## src/rtl/dchain_pkg.sv

```systemverilog
package dchain_pkg;
    typedef enum logic [1:0] {
        ST_IDLE  = 2'd0,
        ST_SHIFT = 2'd1,
        ST_LOAD  = 2'd2,
        ST_CLEAR = 2'd3
    } dchain_st_e;
endpackage

```

## src/rtl/dchain_tick.sv

```systemverilog
// Half-period tick generator for the serial clock.
module dchain_tick #(
    parameter int HALF_DIV = 10
) (
    input  logic clk,
    input  logic rst_n,
    input  logic run_i,
    output logic tick_o
);
    localparam int CNT_W = (HALF_DIV > 1) ? $clog2(HALF_DIV) : 1;

    logic [CNT_W-1:0] cnt_d, cnt_q;

    assign tick_o = run_i && (cnt_q == CNT_W'(HALF_DIV - 1));

    always_comb begin
        cnt_d = cnt_q;
        if (!run_i || tick_o) begin
            cnt_d = '0;
        end else begin
            cnt_d = cnt_q + CNT_W'(1);
        end
    end

    always_ff @(posedge clk or negedge rst_n) begin
        if (!rst_n) begin
            cnt_q <= '0;
        end else begin
            cnt_q <= cnt_d;
        end
    end
endmodule

```

## src/rtl/dchain_sreg.sv

```systemverilog
// Frame shift register, most significant bit leaves first.
module dchain_sreg #(
    parameter int W = 48
) (
    input  logic         clk,
    input  logic         rst_n,
    input  logic         load_i,
    input  logic [W-1:0] val_i,
    input  logic         shift_i,
    output logic         msb_o
);
    logic [W-1:0] sr_d, sr_q;

    assign msb_o = sr_q[W-1];

    always_comb begin
        sr_d = sr_q;
        if (load_i) begin
            sr_d = val_i;
        end else if (shift_i) begin
            sr_d = {sr_q[W-2:0], 1'b0};
        end
    end

    always_ff @(posedge clk or negedge rst_n) begin
        if (!rst_n) begin
            sr_q <= '0;
        end else begin
            sr_q <= sr_d;
        end
    end
endmodule

```

## src/rtl/dchain_ctrl.sv

```systemverilog
module dchain_ctrl
    import dchain_pkg::*;
#(
    parameter int NUM_DEV  = 3,
    parameter int WORD_W   = 16,
    parameter int HALF_DIV = 10,
    parameter int CLR_CYC  = 20
) (
    input  logic                      clk,
    input  logic                      rst_n,
    input  logic                      start_i,
    input  logic [NUM_DEV*WORD_W-1:0] words_i,
    input  logic                      clear_i,
    output logic                      sclk_o,
    output logic                      sdata_o,
    output logic                      ld_in_n_o,
    output logic                      upd_n_o,
    output logic                      clr_n_o,
    output logic                      busy_o,
    output logic                      done_o
);
    localparam int FRAME_W = NUM_DEV * WORD_W;
    localparam int BIT_W   = $clog2(FRAME_W);
    localparam int CLR_W   = $clog2(CLR_CYC + 1);

    typedef struct packed {
        dchain_st_e       st;
        logic             sclk;
        logic             ldn;
        logic             updn;
        logic             clrn;
        logic             done;
        logic [BIT_W-1:0] bitcnt;
        logic [CLR_W-1:0] clrcnt;
    } ctrl_t;

    ctrl_t q, d;
    logic  run, tick, sr_load, sr_shift, sr_msb;

    assign run = (q.st == ST_SHIFT) || (q.st == ST_LOAD);

    dchain_tick #(.HALF_DIV(HALF_DIV)) u_tick (
        .clk    (clk),
        .rst_n  (rst_n),
        .run_i  (run),
        .tick_o (tick)
    );

    dchain_sreg #(.W(FRAME_W)) u_sreg (
        .clk     (clk),
        .rst_n   (rst_n),
        .load_i  (sr_load),
        .val_i   (words_i),
        .shift_i (sr_shift),
        .msb_o   (sr_msb)
    );

    always_comb begin
        d        = q;
        d.done   = 1'b0;
        sr_load  = 1'b0;
        sr_shift = 1'b0;
        if (clear_i) begin
            // clear wins over start and over any frame in flight
            d.st     = ST_CLEAR;
            d.sclk   = 1'b0;
            d.ldn    = 1'b1;
            d.updn   = 1'b1;
            d.clrn   = 1'b0;
            d.clrcnt = '0;
        end else begin
            unique case (q.st)
                ST_IDLE: begin
                    if (start_i) begin
                        d.st     = ST_SHIFT;
                        d.ldn    = 1'b0;
                        d.bitcnt = '0;
                        sr_load  = 1'b1;
                    end
                end
                ST_SHIFT: begin
                    if (tick) begin
                        if (!q.sclk) begin
                            d.sclk = 1'b1;
                        end else begin
                            d.sclk = 1'b0;
                            if (q.bitcnt == BIT_W'(FRAME_W - 1)) begin
                                d.st   = ST_LOAD;
                                d.ldn  = 1'b1;
                                d.updn = 1'b0;
                            end else begin
                                d.bitcnt = q.bitcnt + BIT_W'(1);
                                sr_shift = 1'b1;
                            end
                        end
                    end
                end
                ST_LOAD: begin
                    if (tick) begin
                        if (!q.sclk) begin
                            d.sclk = 1'b1;
                        end else begin
                            d.sclk = 1'b0;
                            d.updn = 1'b1;
                            d.done = 1'b1;
                            d.st   = ST_IDLE;
                        end
                    end
                end
                ST_CLEAR: begin
                    if (q.clrcnt == CLR_W'(CLR_CYC - 1)) begin
                        d.clrn = 1'b1;
                        d.st   = ST_IDLE;
                    end else begin
                        d.clrcnt = q.clrcnt + CLR_W'(1);
                    end
                end
                default: d.st = ST_IDLE;
            endcase
        end
    end

    always_ff @(posedge clk or negedge rst_n) begin
        if (!rst_n) begin
            q.st     <= ST_IDLE;
            q.sclk   <= 1'b0;
            q.ldn    <= 1'b1;
            q.updn   <= 1'b1;
            q.clrn   <= 1'b1;
            q.done   <= 1'b0;
            q.bitcnt <= '0;
            q.clrcnt <= '0;
        end else begin
            q <= d;
        end
    end

    assign sclk_o    = q.sclk;
    assign sdata_o   = (q.st == ST_SHIFT) && sr_msb;
    assign ld_in_n_o = q.ldn;
    assign upd_n_o   = q.updn;
    assign clr_n_o   = q.clrn;
    assign busy_o    = (q.st != ST_IDLE);
    assign done_o    = q.done;
endmodule


```

## config.mk

```make
export PLATFORM = sky130hd
export DESIGN_NAME = dchain_ctrl
export DESIGN_NICKNAME = d
export VERILOG_FILES = /design/src/rtl/dchain_pkg.sv /design/src/rtl/dchain_tick.sv /design/src/rtl/dchain_sreg.sv /design/src/rtl/dchain_ctrl.sv
export SDC_FILE = /design/constraint.sdc
export NUM_CORES = 1
export LEC_CHECK = 0
export CORE_ASPECT_RATIO = 1.25
export CORE_MARGIN = 2
export CORE_UTILIZATION = 26
export CTS_CLUSTER_DIAMETER = 120
export DETAILED_ROUTE_END_ITERATION = 6
export PLACE_DENSITY = 0.5
export RECOVER_POWER = 50
export REMOVE_ABC_BUFFERS = 1
export SETUP_SLACK_MARGIN = 0.02
export SYNTH_ARGS = -nofsm -noshare
export SYNTH_HDL_FRONTEND = slang
export SYNTH_HIERARCHICAL = 1
export SYNTH_SLANG_ARGS = --single-unit
```

## constraint.sdc

```tcl
create_clock -name clk -period 3.1 [get_ports clk]
set_input_delay 0.775 -clock clk [delete_from_list [all_inputs] [get_ports clk]]
set_output_delay 0.775 -clock clk [all_outputs]
set_load 0.02 [all_outputs]
```

== Word level (Yosys, flattened, before mapping) ==
Cells that the tools add are included.

* Bits in registers: 70
* Input port bits: 52
* Output and inout port bits: 7
* Word-level logic and storage cells: 93

* Add/subtract/negate cells: 3
* Eq/ne operators: 18
* Mux-type cells: 41
* Bitwise operators: 1
* Reductions and logical operators: 20

{| class="wikitable"
|+ Operator list
! operator !! number
|-
| two-way mux 48 bit || 2
|-
| two-way mux 6 bit || 5
|-
| two-way mux 5 bit || 4
|-
| two-way mux 1 bit || 17
|-
| != test 3 bit (second input constant) || 4
|-
| one-hot mux 6 bit (2 select lines) || 1
|-
| AND reduction 6 bit || 2
|-
| two-way mux 2 bit || 5
|-
| nonzero test 2 bit || 5
|-
| != test 3 x 2 -> 1 bit (second input constant) || 3
|-
| != test 2 bit (second input constant) || 4
|-
| one-hot mux 2 bit (4 select lines) || 1
|-
| two-way mux 7 bit || 1
|-
| AND reduction 7 bit || 1
|-
| adder 6 x 1 -> 6 bit (second input constant) || 1
|-
| == test 6 bit (second input constant) || 1
|-
| one-hot mux 1 bit (2 select lines) || 3
|-
| nonzero test 3 bit || 2
|-
| adder 5 x 1 -> 5 bit (second input constant) || 1
|-
| == test 5 bit (second input constant) || 1
|-
| AND reduction 5 bit || 1
|-
| adder 4 x 1 -> 4 bit (second input constant) || 1
|-
| == test 2 bit (second input constant) || 2
|-
| == test 4 bit (second input constant) || 1
|-
| 11 further kinds || 14
|}

== Depth between registers and ports, before layout ==
Gate-level depths: netlist of run 1.

* Depth after elaboration: 8
* Mapped depth: 11
* Depth with buffers taken out: 8

== Hierarchy ==
Netlist of run 1, hierarchy kept.

{| class="wikitable"
|+ By module, submodules not included
! module !! instances !! cells an instance !! area an instance (um^2) !! seq. area each (um^2)
|-
| dchain_sreg || 1 || 208 || 2237.1 || 1201.2
|-
| dchain_ctrl || 1 || 114 || 1129.8 || 454.2
|-
| dchain_tick || 1 || 20 || 212.7 || 100.1
|}

== Worst setup path after synthesis of run 1 ==
No wires, ideal clock.

* Path kind: reg-to-reg
* Start point: reg q[17] (netlist bit)
* End point: reg u_sreg.sr_q[33]
* Setup time: 132 ps
* Data arrival time: 2360 ps
* Required time: 2968 ps
* Slack: 608 ps
* Stages on the path, launching flop included: 11
* Path buffers: 3
* Period minus slack after synthesis: 2492 ps
* Cell sequence: dfrtp_1 -> inv_1 -> ha_1 -> nor3b_1 -> nand2_2 -> nor4b_1 -> buf_6 -> buf_12 -> buf_12 -> mux2i_1 -> o21ai_1

* Cells in the longest elaborated chain, start to end: 7
* Elaborated cells on any way between the ends: 12
* Classes of those cells: 2 x eq/ne; 6 x mux; 4 x reduce/logical

{| class="wikitable"
|+ RTL lines
! item !! RTL line !! source
|-
| start, declared || dchain_ctrl.sv:37 || <nowiki>ctrl_t q, d;</nowiki>
|-
| == test 2 x 1 -> 1 bit or == test 2 bit (tied branches) || dchain_ctrl.sv:40 || <nowiki>assign run = (q.st == ST_SHIFT) || (q.st == ST_LOAD);</nowiki>
|-
| logical OR 1 bit * || dchain_ctrl.sv:40 ||
|-
| net run || dchain_ctrl.sv:38 || <nowiki>logic run, tick, sr_load, sr_shift, sr_msb;</nowiki>
|-
| logical AND 1 bit * || dchain_tick.sv:14 || <nowiki>assign tick_o = run_i && (cnt_q == CNT_W'(HALF_DIV - 1));</nowiki>
|-
| net tick || dchain_ctrl.sv:38 ||
|-
| two-way mux 1 bit * || dchain_ctrl.sv:82 || <nowiki>if (tick) begin</nowiki>
|-
| two-way mux 1 bit * || dchain_ctrl.sv:72 || <nowiki>unique case (q.st)</nowiki>
|-
| two-way mux 1 bit * || dchain_ctrl.sv:63 || <nowiki>if (clear_i) begin</nowiki>
|-
| net sr_shift || dchain_ctrl.sv:38 ||
|-
| nonzero test 2 bit (no source line) * || n/a ||
|-
| end signal, assigned || dchain_sreg.sv:29 || <nowiki>sr_q <= sr_d;</nowiki>
|-
| end, declared || dchain_sreg.sv:12 || <nowiki>logic [W-1:0] sr_d, sr_q;</nowiki>
|}

Mark *: on every way through the listed nets, which the timed path passes. The rest lies on a longest branch.
A chain may end at the register's enable or synchronous reset.

== Worst setup path after layout of run 1 ==
* Start point: reg q[17] (netlist bit)
* End point: out sdata_o

* Cells in the longest elaborated chain, start to end: 2

{| class="wikitable"
|+ RTL lines
! item !! RTL line !! source
|-
| == test 2 x 1 -> 1 bit || dchain_ctrl.sv:139 || <nowiki>assign sdata_o = (q.st == ST_SHIFT) && sr_msb;</nowiki>
|-
| logical AND 1 bit || dchain_ctrl.sv:139 ||
|-
| end, declared || dchain_ctrl.sv:15 || <nowiki>output logic sdata_o,</nowiki>
|}

Every way passes these cells.

==> results of run 1 <==
-- synth_stat cells (3+ instances only) --
library cell / number / share of area
buf_12: 3 / 0.017
dfstp_2: 3 / 0.022
nand3_1: 7 / 0.0098
nand2b_1: 3 / 0.0052
buf_2: 6 / 0.0084
o21ai_1: 19 / 0.027
o21ai_0: 36 / 0.050
nor3b_1: 4 / 0.0084
nand2_1: 55 / 0.058
mux2i_1: 48 / 0.13
ha_1: 9 / 0.031
a21oi_1: 7 / 0.0098
inv_1: 10 / 0.010
buf_6: 4 / 0.013
nand4_1: 5 / 0.0087
xor2_1: 5 / 0.012
nor2_1: 14 / 0.015
clkbuf_1: 6 / 0.0063
dfrtp_1: 67 / 0.47
-- per-stage QoR --
step | setup WS, ns | std cells | hold WS, ns | TNS (ns)
floorplan | -6.24 | 322 | 0.458 | -293.44
global placement | 0.536 | 561 | 0.479 | 0
detailed placement | 0.523 | 561 | 0.491 | 0
CTS | 0.453 | 577 | 0.499 | 0
global route | 0.249 | 577 | 0.523 | 0
finish | 0.507 | 577 | 0.497 | 0
-- area by class of cell --
| type | instances | area (sq um) | area share |
|---|---|---|---|
| Inverter | 10 | 37.5 | 0.00819 |
| Timing Repair Buffer | 68 | 672 | 0.147 |
| Sequential cell | 70 | 1760 | 0.383 |
| Tap cell | 171 | 214 | 0.0467 |
| Clock buffer | 14 | 254 | 0.0554 |
| Multi-Input combinational cell | 242 | 1640 | 0.358 |
| Clock inverter | 2 | 10.0 | 0.00219 |
-- kinds of logic after synthesis --
group,Yosys count,share of synthesized area
xor+xnor,5,0.0122
fa+ha+maj,9,0.0315
compound gates,77,0.134
flops,70,0.490
buf+inv,30,0.0559
simple gates,103,0.142
mux,48,0.134
-- report_power, final --
part           internal, W  switching [W]
Combinational     0.000435       0.000454
Clock             0.000562       0.000363
Sequential         0.00129       0.000239
-- worst paths after layout --
check,from,end,slack [ns],cells after the start
min in group asynchronous,rst_n,sclk_o$_DFFE_PN0P_,0.94,1
max in group asynchronous,rst_n,u_sreg/sr_q[3]$_DFFE_PN0P_,1.10,1
worst max register to register,q[17]$_DFFE_PN0P_,u_sreg/sr_q[2]$_DFFE_PN0P_,0.52,9
worst max-delay path,q[17]$_DFFE_PN0P_,sdata_o,0.51,4
worst min register to register,u_tick/cnt_q[0]$_DFF_PN0_,u_tick/cnt_q[0]$_DFF_PN0_,0.50,1
worst min-delay path,u_tick/cnt_q[0]$_DFF_PN0_,u_tick/cnt_q[0]$_DFF_PN0_,0.50,1
-- flip-flops by register name, indices dropped and copies added (netlist names) --
name / flops
clr_n_o: 1
sclk_o: 1
u_tick/cnt_q: 4
upd_n_o: 1
ld_in_n_o: 1
q: 13
u_sreg/sr_q: 48
done_o: 1
-- critical path: stages, from the launching register on --
cell and delay (ns):
dfrtp_1 0.41, inv_1 0.13, ha_1 0.21, and2_1 0.15
clkdlybuf4s50_1 0.60
-- per-layer routing --
layer  share of wire  vias to the layer above
met5               0                        -
met4           0.014                        0
met3           0.041                        7
met2            0.48                       57
met1            0.47                     1229
li1                -                     1309
==> flow_summary.ini, run 1 <==
[cells_and_area]
nFillCells = 1373
mostFrequentLayoutCells = dfrtp_1, clkdlybuf4s50_1, nand2_1
final_common_cell = dfrtp_1
drive_gt1_frac = 0.0985
fin_util = 0.343
areaGrowthSynthToFinish_pct = 28.0
nets = 462
postLayoutCellArea_sq_um = 4580
diodes = 0

[route]
drc = 0
via_count = 2602
wl_per_cell_um = 12.7
ant_nets = 0
vias_per_cell = 4.51
first_pass_iters = 4
drt_first_iter_violations = 85
wl_mm = 7.31

[synth]
async_flop_share = 1.00
synth-seq-cells = 70
syn_inst = 342
synth_ff_type = dfrtp_1
yosysWarnings = 6
synth_edf_count = 0
syn_avg_cell_area_sq_um = 10.5
synthesis.area_sq_um = 3580
synth_cell_types = 46
ys_seq_area_frac = 0.490

[min_path]
hold_path_class = reg2reg

[sta]
finalHoldViolations = 0
clock_skew_ns = 0.00735
max_freq_mhz = 386
timing.slew.headroom = -0.198
drv_slew = 71
post-route-period-util = 0.837
period_needed_ns = 2.59
worst_pin_slew_ns = 1.80
rsz0062_at_grt = no
setup_viol = 0

[clock_network]
cts_buffer_depth = 2
cts_made_buffers = 9
ctsHoldBuffers = 0
post_cts_buffers = 0
clockRootBuffer = clkbuf_16
cts_sinks = 70
insertion_delay_ns = 0.32
path_clk_slew_ns = 0.06
h-tree-depth = 3
cts_tree = done
post_cts_resized = 0

[critical_path]
arrival_ns = 1.82
crit_required_ns = 2.32
crit_path_max_fanout = 4
crit_type = reg2out
cp-start-kind = register
end_kind = primary output

[pwr]
leakage_nw = 1.75
peakVddDrop_mv = 0.260
power_w = 0.00334
pwr_density_cell_nw_per_um2 = 730

[place]
numPortBuffers = 58
dpl-instance-area_sq_um = 4320
place_congestion = 0.754
dp_hpwl_mm = 4.95

[global_routing]
busiest_layer = met2
antenna_found_initial = 0
met1_usage = 0.133
grt_first_pass_wirelength_mm = 12.4
grt_usage = 0.108
met2_usage = 0.176
grt_max_degree = 71
grt_pass1_vias = 2700
globalRoute.totalOverflow = 0
grtUsageMet3 = 0.0241

[die]
io_pins = 59
dieArea_sq_um = 14700
rows = 47
die_w_um = 109
initial_core_util = 0.268
core-area_sq_um = 13300
die_h_um = 135

[status]
violations = capacitance limit, slew limit
outcome = finished, violations left

[run]
cap_violations = 1
No activity file was read; power rests on OpenSTA's default activity.
==> run 2, diff against run 1 <==
==> constraint.sdc (replaced) <==
create_clock -name clk -period 2.4 [get_ports clk]
set_input_delay 0.6 -clock clk [delete_from_list [all_inputs] [get_ports clk]]
set_output_delay 0.6 -clock clk [all_outputs]
set_load 0.02 [all_outputs]
==> run 2 against run 1 <==
  * The run now ends clean
  * First-iteration DRC count grew 62%
  * Final area increased by 3.4%
  * Clock skew fell by 0.0028 ns
  * Die area did not move
  * Via count increased by 1.8%
  * Highest routed layer unchanged
  * Clock-buffer cell count is 1 higher
  * Largest power group unchanged
  * Total power grew 32%
==> flow_summary.ini, run 2 (synthesis gave the netlist of run 1 again) <==
[status]
outcome = complete, no violations

[critical_path]
crit_path_max_fanout = 3
crit_end = sdata_o
reg2reg_to = u_sreg/sr_q[26]$_DFFE_PN0P_
r2r_cells = 10
crit_required_ns = 1.80
crit_type = reg2out
crit_start = q[17]$_DFFE_PN0P_
arrival_ns = 1.63
end_kind = primary output
r2r_start = u_tick/cnt_q[1]$_DFF_PN0_
cp-start-kind = register
r2r_setup_slack_ns = 0.20

[sta]
period_needed_ns = 2.23
clock_skew_ns = 0.00451
post-route-period-util = 0.931
rsz0062_at_grt = no
fin_setup_tns_ns = 0
drv_slew = 0
finalHoldViolations = 0
worst_pin_slew_ns = 1.48
timing.slew.headroom = 0.0125
max_freq_mhz = 448
setup_viol = 0

[clock_network]
cts_tree = done
cts_buffer_depth = 2
clockRootBuffer = clkbuf_16
cts_sinks = 70
h-tree-depth = 3
ctsHoldBuffers = 0
insertion_delay_ns = 0.33
cts_made_buffers = 9
path_clk_slew_ns = 0.05

[route]
vias_per_cell = 4.53
drc = 0
first_pass_iters = 4
wl_per_cell_um = 13.2
wl_mm = 7.75
ant_nets = 0
drt_first_iter_violations = 138
via_count = 2649

[global_routing]
grt_max_degree = 79
grt_pass1_vias = 2655
grt_usage = 0.110
antenna_found_initial = 0
globalRoute.totalOverflow = 0
grt_first_pass_wirelength_mm = 12.6

[cells_and_area]
final_common_cell = dfrtp_1
diodes = 0
postLayoutCellArea_sq_um = 4740
areaGrowthSynthToFinish_pct = 32.3
largest_register = u_sreg/sr_q
nFillCells = 1349
mostFrequentLayoutCells = dfrtp_1, clkdlybuf4s50_1, nand2_1
top_regs = u_sreg/sr_q x48, q x13, u_tick/cnt_q x4
drive_gt1_frac = 0.116
largest_reg_flops = 48
nets = 470

[min_path]
hold_path_class = reg2reg
hold_path_depth = 1

[place]
dpl-instance-area_sq_um = 4370
place_congestion = 0.810
dp_hpwl_mm = 5.27
numPortBuffers = 58

[pwr]
comb_power_share = 0.282
sw_frac_of_total = 0.315
peakVddDrop_mv = 0.292
clockPowerShare = 0.271
pwr_density_cell_nw_per_um2 = 931
p_seq_frac = 0.447
leakage_nw = 1.83
switchingPower_w = 0.00139
intPower_w = 0.00302

[die]
die_h_um = 135
io_pins = 59
die_w_um = 109
core-area_sq_um = 13300
rows = 47
dieArea_sq_um = 14700
initial_core_util = 0.268

[run]
cap_violations = 0
## run 2: how the worst min path moves through the flow
stage | start | slack (ns) | to
3_3_place_gp | u_tick/cnt_q[0]$_DFF_PN0_ | 0.47 | u_tick/cnt_q[0]$_DFF_PN0_
2_1_floorplan | rst_n | 0.30 | done_o$_DFF_PN0_
4_1_cts | rst_n | 0.19 | q[2]$_DFFE_PN0P_
6_report | u_tick/cnt_q[0]$_DFF_PN0_ | 0.49 | u_tick/cnt_q[0]$_DFF_PN0_
5_1_grt | u_tick/cnt_q[0]$_DFF_PN0_ | 0.54 | u_tick/cnt_q[0]$_DFF_PN0_
3_5_place_dp | u_tick/cnt_q[0]$_DFF_PN0_ | 0.50 | u_tick/cnt_q[0]$_DFF_PN0_
## run 2: per-stage QoR
step                worst slack (ns)  instances   util  hold WS [ns]  total power (W)
global placement              0.0475        564  0.327         0.472          0.00315
CTS                           0.0775        580  0.347         0.189          0.00442
floorplan                      -6.94        322      -         0.304          0.00275
finish                         0.166        585  0.355         0.494          0.00441
detailed placement           -0.0550        564  0.327         0.497          0.00320
global route                  0.0314        585  0.355         0.536          0.00475
## run 2: critical path, cell delays in order (launching register included)
cell,delay [ns]
dfrtp_1,0.38
inv_1,0.12
buf_4,0.13
ha_1,0.20
and2_1,0.14
dlygate4sd2_1,0.33
## run 2: per-layer routing
layer | up-vias | track usage | routed length (um)
li1 | 1328 | - | -
met1 | 1238 | 0.142 | 3610
met2 | 69 | 0.171 | 3640
met3 | 14 | 0.0279 | 337
met4 | 0 | 0.0499 | 163
met5 | - | 0 | 0
## run 2: cell type report
class,count,area [sq um],share of cell area
Tap cell,171,214,0.0452
Timing Repair Buffer,76,797,0.168
Inverter,10,37.5,0.00792
Multi-Input combinational cell,242,1670,0.353
Clock buffer,15,258,0.0544
Sequential cell,70,1760,0.371
Clock inverter,1,5.00,0.00106
## run 2: what timing repair did
action / CTS / global route
gates resized for setup: 2 / 5
gates cloned: 0 / 2
buffers inserted: 0 / 3
setup endpoints to repair: 47 / 46
## run 2: power groups by stage
stage | clock network (W) | logic, W | registers [W]
2_1_floorplan | 0 | 0.000827 | 0.00192
3_3_place_gp | 0 | 0.00116 | 0.00199
3_5_place_dp | 0 | 0.00120 | 0.00200
4_1_cts | 0.00124 | 0.00120 | 0.00198
5_1_grt | 0.00130 | 0.00142 | 0.00203
6_report | 0.00119 | 0.00125 | 0.00197
==> run 3, diff against run 2 <==
--- a/config.mk
+++ b/config.mk
@@ -10,7 +10,8 @@
 export CORE_UTILIZATION = 26
 export CTS_CLUSTER_DIAMETER = 120
 export DETAILED_ROUTE_END_ITERATION = 6
-export PLACE_DENSITY = 0.5
+export DONT_BUFFER_PORTS = 1
+export PLACE_DENSITY = 0.44
 export RECOVER_POWER = 50
 export REMOVE_ABC_BUFFERS = 1
 export SETUP_SLACK_MARGIN = 0.02
==> run 3 against run 2 <==
  * The run now ends with capacitance limit, slew limit left
  * Sequential share of layout area up 4.7 points
  * Wire length decreased by 1.9%
  * Worst setup slack got worse by 0.026 ns
  * Final cell count fell by 10%
  * First-iteration DRC count shrank 23%
  * Non-clock buffer count is 58 lower
  * Sequential power about the same
  * Maximum frequency is 1.2% lower
  * Clock-buffer cell count decreased by 6
  * Flip-flop and latch count stayed put
  * Critical endpoint unchanged
==> flow_summary.ini, run 3 (synthesis gave the netlist of run 1 again) <==
[route]
drt_first_iter_violations = 106
wl_mm = 7.60
ant_nets = 0
wl_per_cell_um = 14.4
drc = 0
first_pass_iters = 4
vias_per_cell = 4.63
via_count = 2433

[critical_path]
reg2reg_to = u_sreg/sr_q[45]$_DFFE_PN0P_
crit_path_max_fanout = 10
end_kind = primary output
r2r_start = q[16]$_DFFE_PN0P_
r2r_cells = 9
path_buf_inv = 3
path_delay_family = buffers and inverters
crit_type = reg2out
arrival_ns = 1.66
crit_required_ns = 1.80
cp.depth = 5
critPathMostFrequentCell = buf_4
critical_path.cell_chain = inv_1 > buf_4 > ha_2 > buf_4 > and2_1
max_stage_delay_ns = 0.38
cp_slowest_cell = dfrtp_1
cp-start-kind = register
r2r_setup_slack_ns = 0.22

[run]
cap_violations = 1

[pwr]
power_w = 0.00461
comb_power_share = 0.243
intPower_w = 0.00321
switchingPower_w = 0.00140
clockPowerShare = 0.327
peakVddDrop_mv = 0.395
p_seq_frac = 0.430
pwr_density_cell_nw_per_um2 = 1100
leakage_nw = 1.61
sw_frac_of_total = 0.303

[sta]
timing.slew.headroom = -0.141
clock_skew_ns = 0.00611
drv_slew = 68
finalHoldViolations = 0
period_needed_ns = 2.26
setup_viol = 0
worst_pin_slew_ns = 1.71
hold-worst-slack_ns = 0.114
rsz0062_at_grt = yes
post-route-period-util = 0.942
max_freq_mhz = 442
fin_setup_tns_ns = 0

[place]
dp_hpwl_mm = 5.12
numPortBuffers = 0
dp.cells = 509
place_congestion = 0.747
dpl-instance-area_sq_um = 3830

[die]
die_w_um = 109
rows = 47
die_h_um = 135
dieArea_sq_um = 14700
core-area_sq_um = 13300
io_pins = 59
initial_core_util = 0.268

[global_routing]
grt_first_pass_wirelength_mm = 12.8
grt_pass1_vias = 2630
globalRoute.totalOverflow = 0
grt_max_degree = 68
antenna_found_initial = 0
grt_usage = 0.111

[min_path]
hold_path_class = in2async

[clock_network]
cts_tree = done
cts_buffer_depth = 2
h-tree-depth = 3
cts_made_buffers = 9
insertion_delay_ns = 0.33
path_clk_slew_ns = 0.06
cts_sinks = 70
clockRootBuffer = clkbuf_16

[cells_and_area]
top_regs = u_sreg/sr_q x48, q x13, u_tick/cnt_q x4
diodes = 0
largest_reg_flops = 48
nFillCells = 1374
nets = 412
postLayoutCellArea_sq_um = 4200
mostFrequentLayoutCells = dfrtp_1, nand2_1, mux2i_1
regArea_sq_um = 1760
final_cells = 526
final_common_cell = dfrtp_1
largest_register = u_sreg/sr_q
areaGrowthSynthToFinish_pct = 17.4
multiInputGateArea_sq_um = 1660
drive_gt1_frac = 0.152

[status]
violations = capacitance limit, slew limit
outcome = finished, violations left
[run 3: cell types whose count changed in the layout (fill, tap and decap cells not counted), sizes merged]
cell           delta
clkdlybuf4s50    -56
bufinv            +3
clkinvlp          +1
buf               +1
clkbuf            -8
clkinv            +1
dlygate4sd2       -1
[run 3: cell type report]
type,instances,area share
multi-input combinational,242,0.394
clock inverter,6,0.0265
timing repair buffer,18,0.0482
sequential,70,0.418
inverter,10,0.00893
clock buffer,9,0.0536
tap,171,0.0509
[run 3: power by group through the flow]
stage | sequential (W) | combinational [W] | clock [W]
floorplan | 0.00192 | 0.000827 | 0
global placement | 0.00200 | 0.00104 | 0
detailed placement | 0.00200 | 0.00106 | 0
CTS | 0.00199 | 0.00109 | 0.00156
global route | 0.00206 | 0.00129 | 0.00160
finish | 0.00198 | 0.00112 | 0.00151
[run 3: routing by layer]
metal,vias up,track usage,share of wire
met5,-,0,0
met1,1169,0.140,0.45
met2,53,0.175,0.47
met3,5,0.0404,0.069
met4,0,0.0342,0.011
li1,1206,-,-
[run 3: worst register-to-register path, cell delays in order (launching register included)]
cell and delay, ns:
dfrtp_1 0.39, inv_1 0.10, ha_4 0.28, nor3b_4 0.20, nand2_2 0.13, nor4b_4 0.32
buf_6 0.18, buf_12 0.16, mux2i_1 0.19, o21ai_0 0.10
[run 3: worst max-delay path by stage]
stage,start,end,slack (ns)
2_1_floorplan,q[17]$_DFFE_PN0P_,u_sreg/sr_q[0]$_DFFE_PN0P_,-6.94
3_3_place_gp,q[16]$_DFFE_PN0P_,u_sreg/sr_q[21]$_DFFE_PN0P_,0.10
3_5_place_dp,q[16]$_DFFE_PN0P_,u_sreg/sr_q[16]$_DFFE_PN0P_,-0.03
4_1_cts,q[17]$_DFFE_PN0P_,sdata_o,0.08
5_1_grt,q[16]$_DFFE_PN0P_,u_sreg/sr_q[47]$_DFFE_PN0P_,0.01
6_report,q[17]$_DFFE_PN0P_,sdata_o,0.14
[run 3: timing repair]
item,in CTS,in global routing
hold buffers,1,0
pin swaps,0,2
buffers inserted,0,1
hold endpoints to repair,67,0
resized for setup,1,7
setup endpoints to repair,38,48
[run 3: stage by stage]
step	utilization	setup slack (ns)
floorplan	-	-6.94
global placement	0.287	0.102
detailed placement	0.287	-0.0306
CTS	0.314	0.0837
global route	0.315	0.0145
finish	0.315	0.139
